<file path="src/rtl/flash_bus_pkg.sv">
package flash_bus_pkg;

    typedef enum logic [2:0] {
        BM_PWRDN   = 3'd0,
        BM_STANDBY = 3'd1,
        BM_OUTDIS  = 3'd2,
        BM_READ    = 3'd3,
        BM_WRITE   = 3'd4
    } bus_mode_e;

    typedef enum logic [1:0] {
        RM_ARRAY  = 2'd0,
        RM_IDENT  = 2'd1,
        RM_STATUS = 2'd2
    } rd_mode_e;

    typedef struct packed {
        logic ce_n;
        logic oe_n;
        logic we_n;
        logic rp_n;
    } bus_pins_t;

    localparam int BYTE_W      = 8;
    localparam int ID_OFS_MFR  = 0;
    localparam int ID_OFS_DEV  = 1;
    localparam int ID_OFS_LOCK = 2;
    localparam int ID_OFS_MSTR = 3;

    function automatic bus_mode_e classify(bus_pins_t p);
        if (!p.rp_n)                 return BM_PWRDN;
        else if (p.ce_n)             return BM_STANDBY;
        else if (!p.we_n && p.oe_n)  return BM_WRITE;
        else if (!p.oe_n && p.we_n)  return BM_READ;
        else                         return BM_OUTDIS;
    endfunction

    function automatic logic [BYTE_W-1:0] flag_byte(logic f);
        logic [BYTE_W-1:0] b;
        b    = '0;
        b[0] = f;
        return b;
    endfunction

endpackage

</file>
<file path="src/rtl/fbus_mode_decode.sv">
module fbus_mode_decode
    import flash_bus_pkg::*;
(
    input  bus_pins_t pins,
    output bus_mode_e mode
);
    always_comb mode = classify(pins);
endmodule

</file>
<file path="src/rtl/fbus_ready_timer.sv">
module fbus_ready_timer #(
    parameter int LIMIT = 4
) (
    input  logic clk,
    input  logic rst,
    input  logic hold,
    output logic done
);
    generate
        if (LIMIT <= 0) begin : g_none
            assign done = 1'b1;
        end else begin : g_count
            localparam int CW = $clog2(LIMIT + 1);
            logic [CW-1:0] cnt;
            always_ff @(posedge clk) begin
                if (rst || hold)
                    cnt <= '0;
                else if (cnt != CW'(LIMIT))
                    cnt <= cnt + 1'b1;
            end
            assign done = (cnt == CW'(LIMIT));
        end
    endgenerate
endmodule

</file>
<file path="src/rtl/fbus_write_latch.sv">
module fbus_write_latch
    import flash_bus_pkg::*;
#(
    parameter int AW = 21,
    parameter int DW = 8
) (
    input  logic          clk,
    input  logic          rst,
    input  bus_mode_e     mode,
    input  logic          wake_ok,
    input  bus_pins_t     pins,
    input  logic [AW-1:0] addr,
    input  logic [DW-1:0] din,
    output logic          wr_valid,
    output logic [AW-1:0] wr_addr,
    output logic [DW-1:0] wr_data
);
    typedef struct packed {
        logic [AW-1:0] a;
        logic [DW-1:0] d;
    } beat_t;

    logic  act, act_q, strobe_up;
    beat_t held;

    assign act       = (mode == BM_WRITE) && wake_ok;
    assign strobe_up = act_q && pins.rp_n && (pins.we_n || pins.ce_n);

    always_ff @(posedge clk) begin
        if (rst) begin
            act_q    <= 1'b0;
            held     <= '0;
            wr_valid <= 1'b0;
            wr_addr  <= '0;
            wr_data  <= '0;
        end else begin
            wr_valid <= strobe_up;
            if (strobe_up) begin
                wr_addr <= held.a;
                wr_data <= held.d;
            end
            act_q <= act;
            if (act)
                held <= '{a: addr, d: din};
        end
    end
endmodule

</file>
<file path="src/rtl/fbus_read_mux.sv">
module fbus_read_mux
    import flash_bus_pkg::*;
#(
    parameter int              AW      = 21,
    parameter int              OFS_W   = 16,
    parameter int              NBLK    = 32,
    parameter logic [7:0]      MFR     = 8'hA7,
    parameter logic [7:0]      DEV     = 8'h3C
) (
    input  bus_mode_e         mode,
    input  rd_mode_e          rd_mode,
    input  logic              rec_ok,
    input  logic [AW-1:0]     addr,
    input  logic [BYTE_W-1:0] array_rdata,
    input  logic [BYTE_W-1:0] status_in,
    input  logic [NBLK-1:0]   blk_lock,
    input  logic              master_lock,
    output logic              dout_en,
    output logic [BYTE_W-1:0] dout
);
    localparam int BW = AW - OFS_W;

    logic [BW-1:0]     blk;
    logic [OFS_W-1:0]  ofs;
    logic [BYTE_W-1:0] id_byte, src;

    assign blk = addr[AW-1:OFS_W];
    assign ofs = addr[OFS_W-1:0];

    always_comb begin
        id_byte = '0;
        if (ofs == OFS_W'(ID_OFS_LOCK))
            id_byte = flag_byte(blk_lock[blk]);
        else if (blk == '0) begin
            if (ofs == OFS_W'(ID_OFS_MFR))
                id_byte = MFR;
            else if (ofs == OFS_W'(ID_OFS_DEV))
                id_byte = DEV;
            else if (ofs == OFS_W'(ID_OFS_MSTR))
                id_byte = flag_byte(master_lock);
        end
    end

    always_comb begin
        unique case (rd_mode)
            RM_IDENT:  src = id_byte;
            RM_STATUS: src = status_in;
            default:   src = array_rdata;
        endcase
    end

    assign dout_en = (mode == BM_READ) && rec_ok;
    assign dout    = dout_en ? src : '0;
endmodule

</file>
<file path="src/rtl/flash_bus_front.sv">
module flash_bus_front
    import flash_bus_pkg::*;
#(
    parameter int         ADDR_W    = 21,
    parameter int         BLK_OFS_W = 16,
    parameter int         WAKE_CYC  = 4,
    parameter int         RECOV_CYC = 6,
    parameter logic [7:0] MFR_CODE  = 8'hA7,
    parameter logic [7:0] DEV_CODE  = 8'h3C,
    localparam int        NUM_BLK   = 1 << (ADDR_W - BLK_OFS_W)
) (
    input  logic               clk,
    input  logic               rst,
    input  logic               ce_n,
    input  logic               oe_n,
    input  logic               we_n,
    input  logic               rp_n,
    input  logic [ADDR_W-1:0]  addr,
    input  logic [7:0]         din,
    output logic [7:0]         dout,
    output logic               dout_en,
    output logic [2:0]         bus_mode,
    input  logic               rd_sel_valid,
    input  logic [1:0]         rd_sel,
    output logic [ADDR_W-1:0]  array_addr,
    input  logic [7:0]         array_rdata,
    input  logic [7:0]         status_in,
    input  logic [NUM_BLK-1:0] blk_lock,
    input  logic               master_lock,
    output logic               wr_valid,
    output logic [ADDR_W-1:0]  wr_addr,
    output logic [7:0]         wr_data
);
    bus_pins_t pins;
    bus_mode_e mode;
    rd_mode_e  rd_mode;
    logic      wake_ok, rec_ok;

    assign pins       = '{ce_n: ce_n, oe_n: oe_n, we_n: we_n, rp_n: rp_n};
    assign bus_mode   = mode;
    assign array_addr = addr;

    fbus_mode_decode u_dec (.pins(pins), .mode(mode));

    fbus_ready_timer #(.LIMIT(WAKE_CYC)) u_wake (
        .clk(clk), .rst(rst), .hold(!rp_n), .done(wake_ok)
    );

    fbus_ready_timer #(.LIMIT(RECOV_CYC)) u_recov (
        .clk(clk), .rst(rst), .hold(!rp_n), .done(rec_ok)
    );

    always_ff @(posedge clk) begin
        if (rst || !rp_n)
            rd_mode <= RM_ARRAY;
        else if (rd_sel_valid && rd_sel != 2'd3)
            rd_mode <= rd_mode_e'(rd_sel);
    end

    fbus_write_latch #(.AW(ADDR_W), .DW(8)) u_wr (
        .clk(clk), .rst(rst), .mode(mode), .wake_ok(wake_ok), .pins(pins),
        .addr(addr), .din(din),
        .wr_valid(wr_valid), .wr_addr(wr_addr), .wr_data(wr_data)
    );

    fbus_read_mux #(
        .AW(ADDR_W), .OFS_W(BLK_OFS_W), .NBLK(NUM_BLK),
        .MFR(MFR_CODE), .DEV(DEV_CODE)
    ) u_rd (
        .mode(mode), .rd_mode(rd_mode), .rec_ok(rec_ok), .addr(addr),
        .array_rdata(array_rdata), .status_in(status_in),
        .blk_lock(blk_lock), .master_lock(master_lock),
        .dout_en(dout_en), .dout(dout)
    );
endmodule

</file>
<file path="config.mk">
export PLATFORM = sky130hd
export DESIGN_NAME = flash_bus_front
export DESIGN_NICKNAME = d
export VERILOG_FILES = /design/src/rtl/flash_bus_pkg.sv /design/src/rtl/fbus_mode_decode.sv /design/src/rtl/fbus_ready_timer.sv /design/src/rtl/fbus_write_latch.sv /design/src/rtl/fbus_read_mux.sv /design/src/rtl/flash_bus_front.sv
export SDC_FILE = /design/constraint.sdc
export NUM_CORES = 1
export LEC_CHECK = 0
export ABC_AREA = 1
export BUFFER_PORTS_ARGS = -buffer_cell sky130_fd_sc_hd__buf_4
export CAP_MARGIN = 20
export CORE_ASPECT_RATIO = 0.5
export CORE_MARGIN = 2
export CORE_UTILIZATION = 23
export CTS_BUF_LIST = sky130_fd_sc_hd__clkbuf_2
export DETAILED_ROUTE_END_ITERATION = 12
export PLACE_DENSITY_LB_ADDON = 0.15
export SKIP_LAST_GASP = 1
export SYNTH_ARGS = -nofsm -noshare
export SYNTH_HDL_FRONTEND = slang
export SYNTH_HIERARCHICAL = 1
export SYNTH_SLANG_ARGS = --single-unit
</file>
<file path="constraint.sdc">
create_clock -name clk -period 1.7 [get_ports clk]
set_clock_uncertainty 0.1 [all_clocks]
set_input_delay 0.255 -clock clk [delete_from_list [all_inputs] [get_ports clk]]
set_output_delay 0.255 -clock clk [all_outputs]
set_load 0.01 [all_outputs]
</file>
==> impl_metrics.py, run 1 <==
metrics = {
    "place": {
        "gp_congestion": 0.775,
        "placed_area_mm2": 0.00554,
        "dp.cells": 1015,
        "place_ws_ns": -0.252,
        "dpl.hpwl_um": 9560,
        "port_buffers": 149,
    },
    "clock_network": {
        "clk_pin_slew_ns": 0.22,
        "clockRootBuffer": "clkbuf_2",
        "cts_sinks": 68,
        "clock_latency_ns": 0.52,
        "cts_made_buffers": 9,
        "cts_max_level": 3,
        "max-clock-path-buffers": 2,
        "cts_tree": "yes",
    },
    "power_and_ir_drop": {
        "p_per_area_mw_per_mm2": 555,
        "vdd_drop_max_mv": 0.316,
        "leakage_nw": 2.96,
    },
    "sta": {
        "final-setup-viol-count": 9,
        "fin_ws_ns": -0.620,
        "fin_crit_sh_pct": 136,
        "min_period_ns": 2.32,
        "timing.hold.ws_ns": 0.0630,
        "maxSlewViolCount": 0,
        "maxClockFrequency_mhz": 431,
        "max-slew-margin-rel_pct": 78.1,
        "worst_pin_slew_ns": 0.329,
        "rsz0062_at_grt": "yes",
        "hold_viol_final": 0,
    },
    "detailed_routing": {
        "drtAntennaViolNets": 0,
        "drc": 0,
        "drt_iter0_markers": 200,
        "viasPerCell": 4.02,
        "route.vias.total": 4267,
        "dr.pass1.iters": 4,
        "wl_per_cell_um": 11.7,
        "wl_um": 12500,
    },
    "setup_path": {
        "reg2reg_from": "u_wake/g_count.cnt[0]$_SDFFE_PP0P_",
        "end_kind": "primary output",
        "regToRegSetupSlack_ns": 0.11,
        "cp-endpoint": "dout[2]",
        "cp_max_fo": 3,
        "reg2reg_depth": 9,
        "start_kind": "flip-flop",
        "critPathKind": "flip-flop to primary output",
        "critical_path_required_ns": 1.34,
        "r2r_end": "u_wr/held[13]$_SDFFE_PP0P_",
        "critPathArrivalTime_ns": 1.97,
        "worstSetupStartpoint": "rd_mode[0]$_SDFFE_PP0P_",
    },
    "die": {
        "fp.dieW_um": 191,
        "ios": 150,
        "die_area_mm2": 0.0186,
        "die_h_um": 97.4,
        "row_count": 34,
        "initial_core_util_pct": 23.3,
        "core_area_mm2": 0.0172,
    },
    "logic_synthesis": {
        "ys_types": 30,
        "syn_area_per_cell_um2": 6.34,
        "synth_area_mm2": 0.00402,
        "yosys_warnings": 6,
        "yosysSeqAreaShare_pct": 33.9,
        "synth_nets": 726,
        "ys_ff_latch": 68,
        "syn-instance-count": 633,
    },
    "hold_path": {
        "min_path_type": "primary input to flip-flop",
    },
    "global_route": {
        "grt_max_degree": 59,
        "grt_use_total_pct": 13.7,
        "grt_pass1_vias": 4114,
        "grt_overflow": 0,
        "antenna_found_initial": 1,
        "grt_pass1_wl_um": 20600,
    },
    "final_layout": {
        "final_area_mm2": 0.00606,
        "areaGrowthSynthToFinish_pct": 51.0,
        "layout.cells.non_filler": 1061,
        "nets": 914,
        "drive_gt1_share_pct": 32.9,
    },
    "status": {
        "violations": "setup timing",
        "status": "finished, violations left",
    },
    "job": {
        "maxCapViolCount": 0,
    },
}
what timing repair did:
| item | in CTS | in global routing |
|---|---|---|
| hold endpoints to repair | 26 | 0 |
| setup buffers | 1 | 3 |
| hold buffers | 24 | 0 |
| resized for setup | 22 | 10 |
| cloned | 0 | 1 |
| pin swaps | 10 | 4 |
| setup endpoints to repair | 9 | 21 |
sequential cells by signal, indices dropped and copies added, names as in the netlist:
name	count
rd_mode	2
u_recov/g_count.cnt	3
u_wake/g_count.cnt	3
u_wr/act_q	1
u_wr/held	29
u_wr/wr_addr	21
u_wr/wr_data	8
u_wr/wr_valid	1
cell families after synthesis:
family / share of synthesized area, %
simple gates: 39.2
buf+inv: 18.9
flops: 33.9
compound gates: 6.08
fa+ha+maj: 1.87
final cells by class:
type	instances	area, µm²
Timing Repair Buffer	232	1920
Multi-Input combinational cell	418	1980
Inverter	92	367
Antenna cell	1	2.50
Clock buffer	9	45.0
Fill cell	1930	11200
Tap cell	234	293
Clock inverter	7	82.6
Sequential cell	68	1370
where the power goes:
group | switching [W] | internal [W] | leakage (nW)
registers | 0.00000563 | 0.00161 | 0.551
clock network | 0.000705 | 0.000365 | 0.0715
logic | 0.000322 | 0.000363 | 2.34
per-stage QoR:
stage	power [W]	util [%]	TNS, ns
floorplan	0.00196	-	-0.331
global placement	0.00228	32.1	-1.31
detailed placement	0.00228	32.1	-1.46
CTS	0.00343	34.8	-5.69
global route	0.00357	35.2	-6.54
finish	0.00337	35.2	-5.10
worst max-delay path, stage by stage (launching register included):
cell and delay (ns):
dfxtp_2 0.38, inv_2 0.04, ha_4 0.23, inv_8 0.05, nand2_4 0.05, nor3_4 0.19, nand3_2 0.15, nand2_2 0.11
o21ai_1 0.07, inv_1 0.07, buf_6 0.10
metal layers:
layer	vias to the layer above	part of all wire (%)	GRT usage (%)
met5	-	0	0
met4	0	0.87	3.22
met3	8	4.7	2.67
met2	102	40	19.2
met1	1853	55	21.0
li1	2304	-	-
worst min path at each step:
| stage | from | endpoint | slack, ns | cells past startpoint |
|---|---|---|---|---|
| after floorplan | rst | u_wr/act_q$_SDFF_PP0_ | 0.23 | 1 |
| after detailed placement | u_wr/held[8]$_SDFFE_PP0P_ | u_wr/held[8]$_SDFFE_PP0P_ | 0.37 | 2 |
| final | addr[2] | u_wr/held[10]$_SDFFE_PP0P_ | 0.06 | 6 |
| after global placement | u_wr/held[28]$_SDFFE_PP0P_ | u_wr/held[28]$_SDFFE_PP0P_ | 0.37 | 2 |
| after CTS | addr[7] | u_wr/held[15]$_SDFFE_PP0P_ | 0.004 | 6 |
| after global routing | addr[7] | u_wr/held[15]$_SDFFE_PP0P_ | 0.03 | 6 |
placed cells by master (no fill, tap or decap), types with 3 or more instances in the layout:
cell	count
dfxtp_2	6
inv_1	79
ha_4	3
buf_6	7
a31oi_2	3
inv_6	3
nor2_2	8
nor2_4	3
nand3_1	93
nand2_1	127
dlygate4sd3_1	24
clkbuf_2	9
nor2_1	119
dfxtp_1	62
ha_1	3
a21oi_1	34
inv_4	3
inv_2	7
buf_4	194
nand2_2	3
nand2_4	3
buf_12	6
o21ai_1	6
Yosys cell counts:
library cell	instances	area, µm²
a31oi_1	4	25.0
o21ai_1	6	30.0
nor2_2	8	50.1
o21ai_0	2	10.0
clkinv_4	1	8.76
nand3_4	1	17.5
clkbuf_1	4	15.0
or2_2	1	6.26
nor4_1	1	6.26
buf_12	1	20.0
a21oi_2	1	8.76
nor2_4	2	22.5
nor3_4	1	16.3
inv_2	4	15.0
nand2_2	3	18.8
nor3_1	2	10.0
ha_1	6	75.1
and3_1	1	6.26
nand3_1	93	465
buf_4	29	218
dfxtp_1	68	1360
nand3_2	1	10.0
clkinv_2	2	10.0
nand4_1	1	6.26
buf_2	13	65.1
nand2_1	130	488
buf_6	8	90.1
a21oi_1	34	170
nor2_1	120	450
inv_1	85	319
Power figures use the tool's default switching activity.
==> inputs of run 2 (changes only) <==
==> constraint.sdc (replaced) <==
create_clock -name clk -period 2.89 [get_ports clk]
set_clock_uncertainty 0.1 [all_clocks]
set_input_delay 0.4335 -clock clk [delete_from_list [all_inputs] [get_ports clk]]
set_output_delay 0.4335 -clock clk [all_outputs]
set_load 0.005 [all_outputs]
==> run 2 against run 1 <==
The run now ends clean. Setup slack better by 0.89 ns. Sequential power down 41%. Wire length shrank 2.7%. Die area stayed put. Register-to-register slack improved by 0.82 ns. Non-clock buffer count shrank 74. Sequential share of layout area up 3.2 points. Cell count down 7.1%. Via count decreased by 6.1%. Total power fell by 42%. Count of clock-buffer cells in the layout unchanged. Critical endpoint unchanged.
==> impl_metrics.py, run 2 (same netlist as run 1, synthesis figures left out) <==
metrics = {
    "status": {
        "status": "complete, no violations",
    },
    "setup_path": {
        "worstSetupStartpoint": "rd_mode[0]$_SDFFE_PP0P_",
        "reg2reg_from": "u_wake/g_count.cnt[0]$_SDFFE_PP0P_",
        "cp_max_fo": 10,
        "cp_cell_sequence": "inv_1, ha_4, inv_4, nand2_2, nor3_4, nand3_2, nand2_2, o21ai_1, inv_1, buf_4",
        "critPathArrivalTime_ns": 2.09,
        "path_buf_inv": 4,
        "critPathTopFamily": "simple AND/OR/NAND/NOR gates",
        "regToRegSetupSlack_ns": 0.93,
        "crit_slowest_cell": "dfxtp_2",
        "end_kind": "primary output",
        "critPathKind": "flip-flop to primary output",
        "critical_path_required_ns": 2.36,
        "start_kind": "flip-flop",
        "slowest_delay_ns": 0.37,
    },
    "global_route": {
        "grt_overflow": 0,
        "grt_pass1_wl_um": 19700,
        "grt_pass1_vias": 3806,
        "antenna_found_initial": 0,
        "grt_max_degree": 59,
        "grt_use_total_pct": 13.3,
    },
    "power_and_ir_drop": {
        "vdd_drop_max_mv": 0.258,
        "leakage_nw": 2.55,
        "p_per_area_mw_per_mm2": 368,
    },
    "sta": {
        "worst_pin_slew_ns": 0.493,
        "maxSlewViolCount": 0,
        "hold_viol_final": 0,
        "fin_ws_ns": 0.271,
        "fin_crit_sh_pct": 90.6,
        "rsz0062_at_grt": "no",
        "maxClockFrequency_mhz": 382,
        "final-setup-viol-count": 0,
        "min_period_ns": 2.62,
        "timing.hold.ws_ns": 0.0751,
        "fin_setup_tns_ns": 0,
        "max-slew-margin-rel_pct": 67.1,
    },
    "final_layout": {
        "layout.cells.non_filler": 986,
        "num-fill-cells": 1988,
        "largest_register_ffs": 29,
        "top_regs": "u_wr/held x29, u_wr/wr_addr x21, u_wr/wr_data x8",
        "top_register": "u_wr/held",
        "areaGrowthSynthToFinish_pct": 31.7,
        "nets": 840,
        "n_antenna_cell": 0,
        "drive_gt1_share_pct": 27.5,
        "final_common_cell": "buf_4",
        "layout_common_cells": "buf_4, nand2_1, nor2_1, nand3_1, inv_1",
    },
    "clock_network": {
        "cts_made_buffers": 9,
        "clk_pin_slew_ns": 0.20,
        "cts_tree": "yes",
        "cts_sinks": 68,
        "max-clock-path-buffers": 2,
        "clockRootBuffer": "clkbuf_2",
        "ctsHoldBuffers": 0,
        "clock_latency_ns": 0.50,
        "cts_max_level": 3,
    },
    "detailed_routing": {
        "drtAntennaViolNets": 0,
        "drc": 0,
        "wl_per_cell_um": 12.3,
        "route.vias.total": 4007,
        "viasPerCell": 4.06,
        "dr.pass1.iters": 6,
        "wl_um": 12100,
        "drt_iter0_markers": 184,
    },
    "die": {
        "initial_core_util_pct": 23.3,
        "die_area_mm2": 0.0186,
        "die_h_um": 97.4,
        "fp.dieW_um": 191,
        "row_count": 34,
        "core_area_mm2": 0.0172,
        "ios": 150,
    },
    "place": {
        "gp_congestion": 0.732,
        "port_buffers": 149,
        "place_ws_ns": 0.501,
        "dpl.hpwl_um": 9110,
        "dp.cells": 969,
    },
    "hold_path": {
        "min_path_type": "primary input to flip-flop",
        "min-delay-start": "rd_sel_valid",
    },
    "job": {
        "maxCapViolCount": 0,
    },
}
[run 2: metal layers]
metal / GRT usage [%] / vias to the layer above / share of wire [%]
met4: 2.80 / 0 / 0.99
met5: 0 / - / 0
met2: 19.8 / 75 / 42
li1: - / 2160 / -
met1: 19.4 / 1760 / 53
met3: 2.82 / 12 / 4.0
[run 2: per-stage QoR]
step / instance area, µm² / power, W / utilization [%]
6_report: 5290 / 0.00195 / 30.7
5_1_grt: 5290 / 0.00206 / 30.7
4_1_cts: 5260 / 0.00200 / 30.5
2_1_floorplan: 4020 / 0.00114 / -
3_5_place_dp: 5110 / 0.00128 / 29.7
3_3_place_gp: 5110 / 0.00128 / 29.7
[run 2: worst register-to-register path: stages (launching register included)]
cell,delay [ns]
dfxtp_1,0.38
clkinv_2,0.06
ha_1,0.20
nand2_2,0.09
inv_2,0.07
nand2_1,0.11
inv_2,0.39
buf_12,0.24
nand3_1,0.10
nand2_1,0.11
nor2_1,0.04
[run 2: final timing paths]
| path | cells after the start | to |
|---|---|---|
| setup / recovery | 10 | dout[2] |
| hold reg to reg | 2 | u_wr/wr_addr[19]$_SDFFE_PP0P_ |
| setup reg to reg | 10 | u_wr/held[22]$_SDFFE_PP0P_ |
| hold / removal | 3 | rd_mode[0]$_SDFFE_PP0P_ |
[run 2: where the power goes]
group          switching [W]  internal (W)
clock               0.000392      0.000293
combinational       0.000167      0.000148
sequential        0.00000287      0.000944
total               0.000562       0.00138
[run 2: layout make-up]
cell class / instances / area [µm²] / share of cell area, %
Multi-Input combinational cell: 418 / 1920 / 36.3
Sequential cell: 68 / 1360 / 25.8
Timing Repair Buffer: 158 / 1210 / 22.9
Inverter: 92 / 355 / 6.72
Tap cell: 234 / 293 / 5.54
Clock inverter: 7 / 98.8 / 1.87
Clock buffer: 9 / 45.0 / 0.852
[run 2: timing repair]
action	in CTS	in global routing
gates cloned	0	0
endpoints found under the setup margin	7	7
buffers inserted	0	1
pin swaps	0	1
resized for setup	3	6
==> inputs of run 3 (changes only) <==
REMOVE_ABC_BUFFERS = 1   (was default)
clock period = 2.5 ns   (was 2.89 ns; I/O delays follow)
==> run 3 against run 2 <==
Setup slack worse by 0.21 ns. Utilization up 1.6 points. Global-route usage down 0.87 points. First-iteration DRC count down 23%. Combinational power up 24%. Sequential share of layout area down 1.2 points. Total power up 10%. Largest cell class unchanged.
==> impl_metrics.py, run 3 (same netlist as run 1, synthesis figures left out) <==
metrics = {
    "final_layout": {
        "seqCellArea_mm2": 0.00137,
        "top_register": "u_wr/held",
        "nets": 862,
        "final_common_cell": "buf_4",
        "top_regs": "u_wr/held x29, u_wr/wr_addr x21, u_wr/wr_data x8",
        "drive_gt1_share_pct": 29.7,
        "areaGrowthSynthToFinish_pct": 38.5,
        "layout_common_cells": "buf_4, nand2_1, nor2_1, nand3_1, inv_1",
        "final_util_pct": 32.3,
        "num-fill-cells": 1941,
        "largest_register_ffs": 29,
        "final_area_mm2": 0.00556,
        "multi_input_area_mm2": 0.00199,
    },
    "detailed_routing": {
        "dr.pass1.iters": 6,
        "drtAntennaViolNets": 0,
        "wl_um": 11500,
        "drc": 0,
        "wl_per_cell_um": 11.4,
        "viasPerCell": 4.06,
        "drt_iter0_markers": 142,
        "route.vias.total": 4100,
    },
    "setup_path": {
        "critPathKind": "primary input to primary output",
        "reg2reg_from": "u_wake/g_count.cnt[0]$_SDFFE_PP0P_",
        "end_kind": "primary output",
        "cp_max_fo": 4,
        "cp_cell_sequence": "dlygate4sd3_1, buf_4, nand2_1, nor2_1, nor2_2, and3_4, buf_4, o21ai_1, inv_1, buf_4",
        "start_kind": "primary input",
        "critPathArrivalTime_ns": 1.97,
        "critical_path_required_ns": 2.03,
        "crit_top_cell": "buf_4",
        "r2r_end": "u_wr/held[27]$_SDFFE_PP0P_",
        "slowest_delay_ns": 0.53,
        "regToRegSetupSlack_ns": 0.89,
        "reg2reg_depth": 10,
        "crit_slowest_cell": "dlygate4sd3_1",
    },
    "die": {
        "initial_core_util_pct": 23.3,
        "fp.dieW_um": 191,
        "ios": 150,
        "core_area_mm2": 0.0172,
        "die_area_mm2": 0.0186,
        "die_h_um": 97.4,
        "row_count": 34,
    },
    "hold_path": {
        "min_path_type": "primary input to flip-flop",
        "hold_path_depth": 4,
        "min-delay-start": "rd_sel[0]",
        "whs_endpoint": "rd_mode[1]$_SDFFE_PP0P_",
    },
    "clock_network": {
        "clk_pin_slew_ns": 0.20,
        "clock_latency_ns": 0.48,
        "cts_made_buffers": 9,
        "cts_tree": "yes",
        "clockRootBuffer": "clkbuf_2",
        "cts_sinks": 68,
        "max-clock-path-buffers": 2,
        "cts_max_level": 3,
    },
    "job": {
        "maxCapViolCount": 0,
    },
    "sta": {
        "fin_setup_tns_ns": 0,
        "hold_viol_final": 0,
        "maxClockFrequency_mhz": 409,
        "min_period_ns": 2.44,
        "fin_crit_sh_pct": 97.7,
        "maxSlewViolCount": 0,
        "rsz0062_at_grt": "yes",
        "final-setup-viol-count": 0,
        "worst_pin_slew_ns": 0.550,
        "fin_ws_ns": 0.0574,
        "max-slew-margin-rel_pct": 63.3,
        "timing.hold.ws_ns": 0.0741,
    },
    "global_route": {
        "grt_pass1_vias": 3830,
        "grt_overflow": 0,
        "grt_pass1_wl_um": 18500,
        "grt_max_degree": 59,
        "antenna_found_initial": 1,
        "grt_use_total_pct": 12.4,
    },
    "power_and_ir_drop": {
        "leakage_nw": 2.68,
        "p_seq_share_pct": 51.1,
        "share_comb_of_total_power_pct": 18.2,
        "vdd_drop_max_mv": 0.189,
        "switchingPower_w": 0.000625,
        "p_per_area_mw_per_mm2": 386,
        "power.internal_w": 0.00152,
        "swShare_pct": 29.1,
        "clkPwrFrac_pct": 30.7,
    },
    "place": {
        "gp_congestion": 0.700,
        "dpl.hpwl_um": 7900,
        "place_ws_ns": 0.140,
        "port_buffers": 149,
        "placed_area_mm2": 0.00514,
    },
    "status": {
        "status": "complete, no violations",
    },
}
## run 3: cell count changes in the layout (fill, tap and decap cells not counted), sizes merged
cell | before | now
dlygate4sd3 | 0 | 12
buf | 158 | 168
bufinv | 2 | 1
clkbuf | 9 | 10
clkinv | 5 | 4
clkinvlp | 1 | 2
diode | 0 | 1
## run 3: area by class of cell
type                       count  area share [%]
multi-input combinational    418            35.8
timing repair buffer         180            25.7
sequential                    68            24.6
inverter                      92            6.55
tap                          234            5.27
clock inverter                 6            1.15
clock buffer                  10           0.900
antenna                        1          0.0450
## run 3: critical path, delay by kind of cell
kind / cells / cell delay [ns]
buffers and inverters: 5 / 0.98
AND/OR/NAND/NOR: 4 / 0.54
AO/OA/AOI/OAI: 1 / 0.08
## run 3: how the worst max path moves through the flow
stage | start | endpoint | slack [ns] | cells after the start
2_1_floorplan | ce_n | u_wr/held[0]$_SDFFE_PP0P_ | 0.31 | 7
3_5_place_dp | addr[9] | dout[5] | 0.14 | 11
6_report | rp_n | dout[5] | 0.06 | 10
5_1_grt | rd_mode[0]$_SDFFE_PP0P_ | dout[2] | -0.09 | 10
3_3_place_gp | addr[9] | dout[5] | 0.17 | 11
4_1_cts | rd_mode[0]$_SDFFE_PP0P_ | dout[5] | -0.001 | 9
## run 3: stage by stage
| step | std cells | total power (W) |
|---|---|---|
| floorplan | 578 | 0.00126 |
| global placement | 971 | 0.00148 |
| detailed placement | 971 | 0.00148 |
| CTS | 1002 | 0.00220 |
| global route | 1009 | 0.00229 |
| finish | 1009 | 0.00214 |
## run 3: what timing repair did
item                       in CTS  in global routing
setup buffers                   4                  5
pin swaps                       2                  8
gates resized for setup        12                 22
hold endpoints to repair       12                  1
hold buffers                   11                  1
setup endpoints to repair       7                  8
## run 3: power groups by stage
stage,Combinational (W),Sequential (W),Clock [W]
floorplan,0.000145,0.00111,0
global placement,0.000367,0.00112,0
detailed placement,0.000367,0.00112,0
CTS,0.000390,0.00110,0.000712
global route,0.000435,0.00110,0.000754
finish,0.000390,0.00109,0.000659
## run 3: per-layer routing
layer  GRT usage, %  part of all wire [%]
met5              0                     0
met4           2.68                  0.62
met3           3.11                   3.7
met2           20.3                    46
met1           16.5                    50
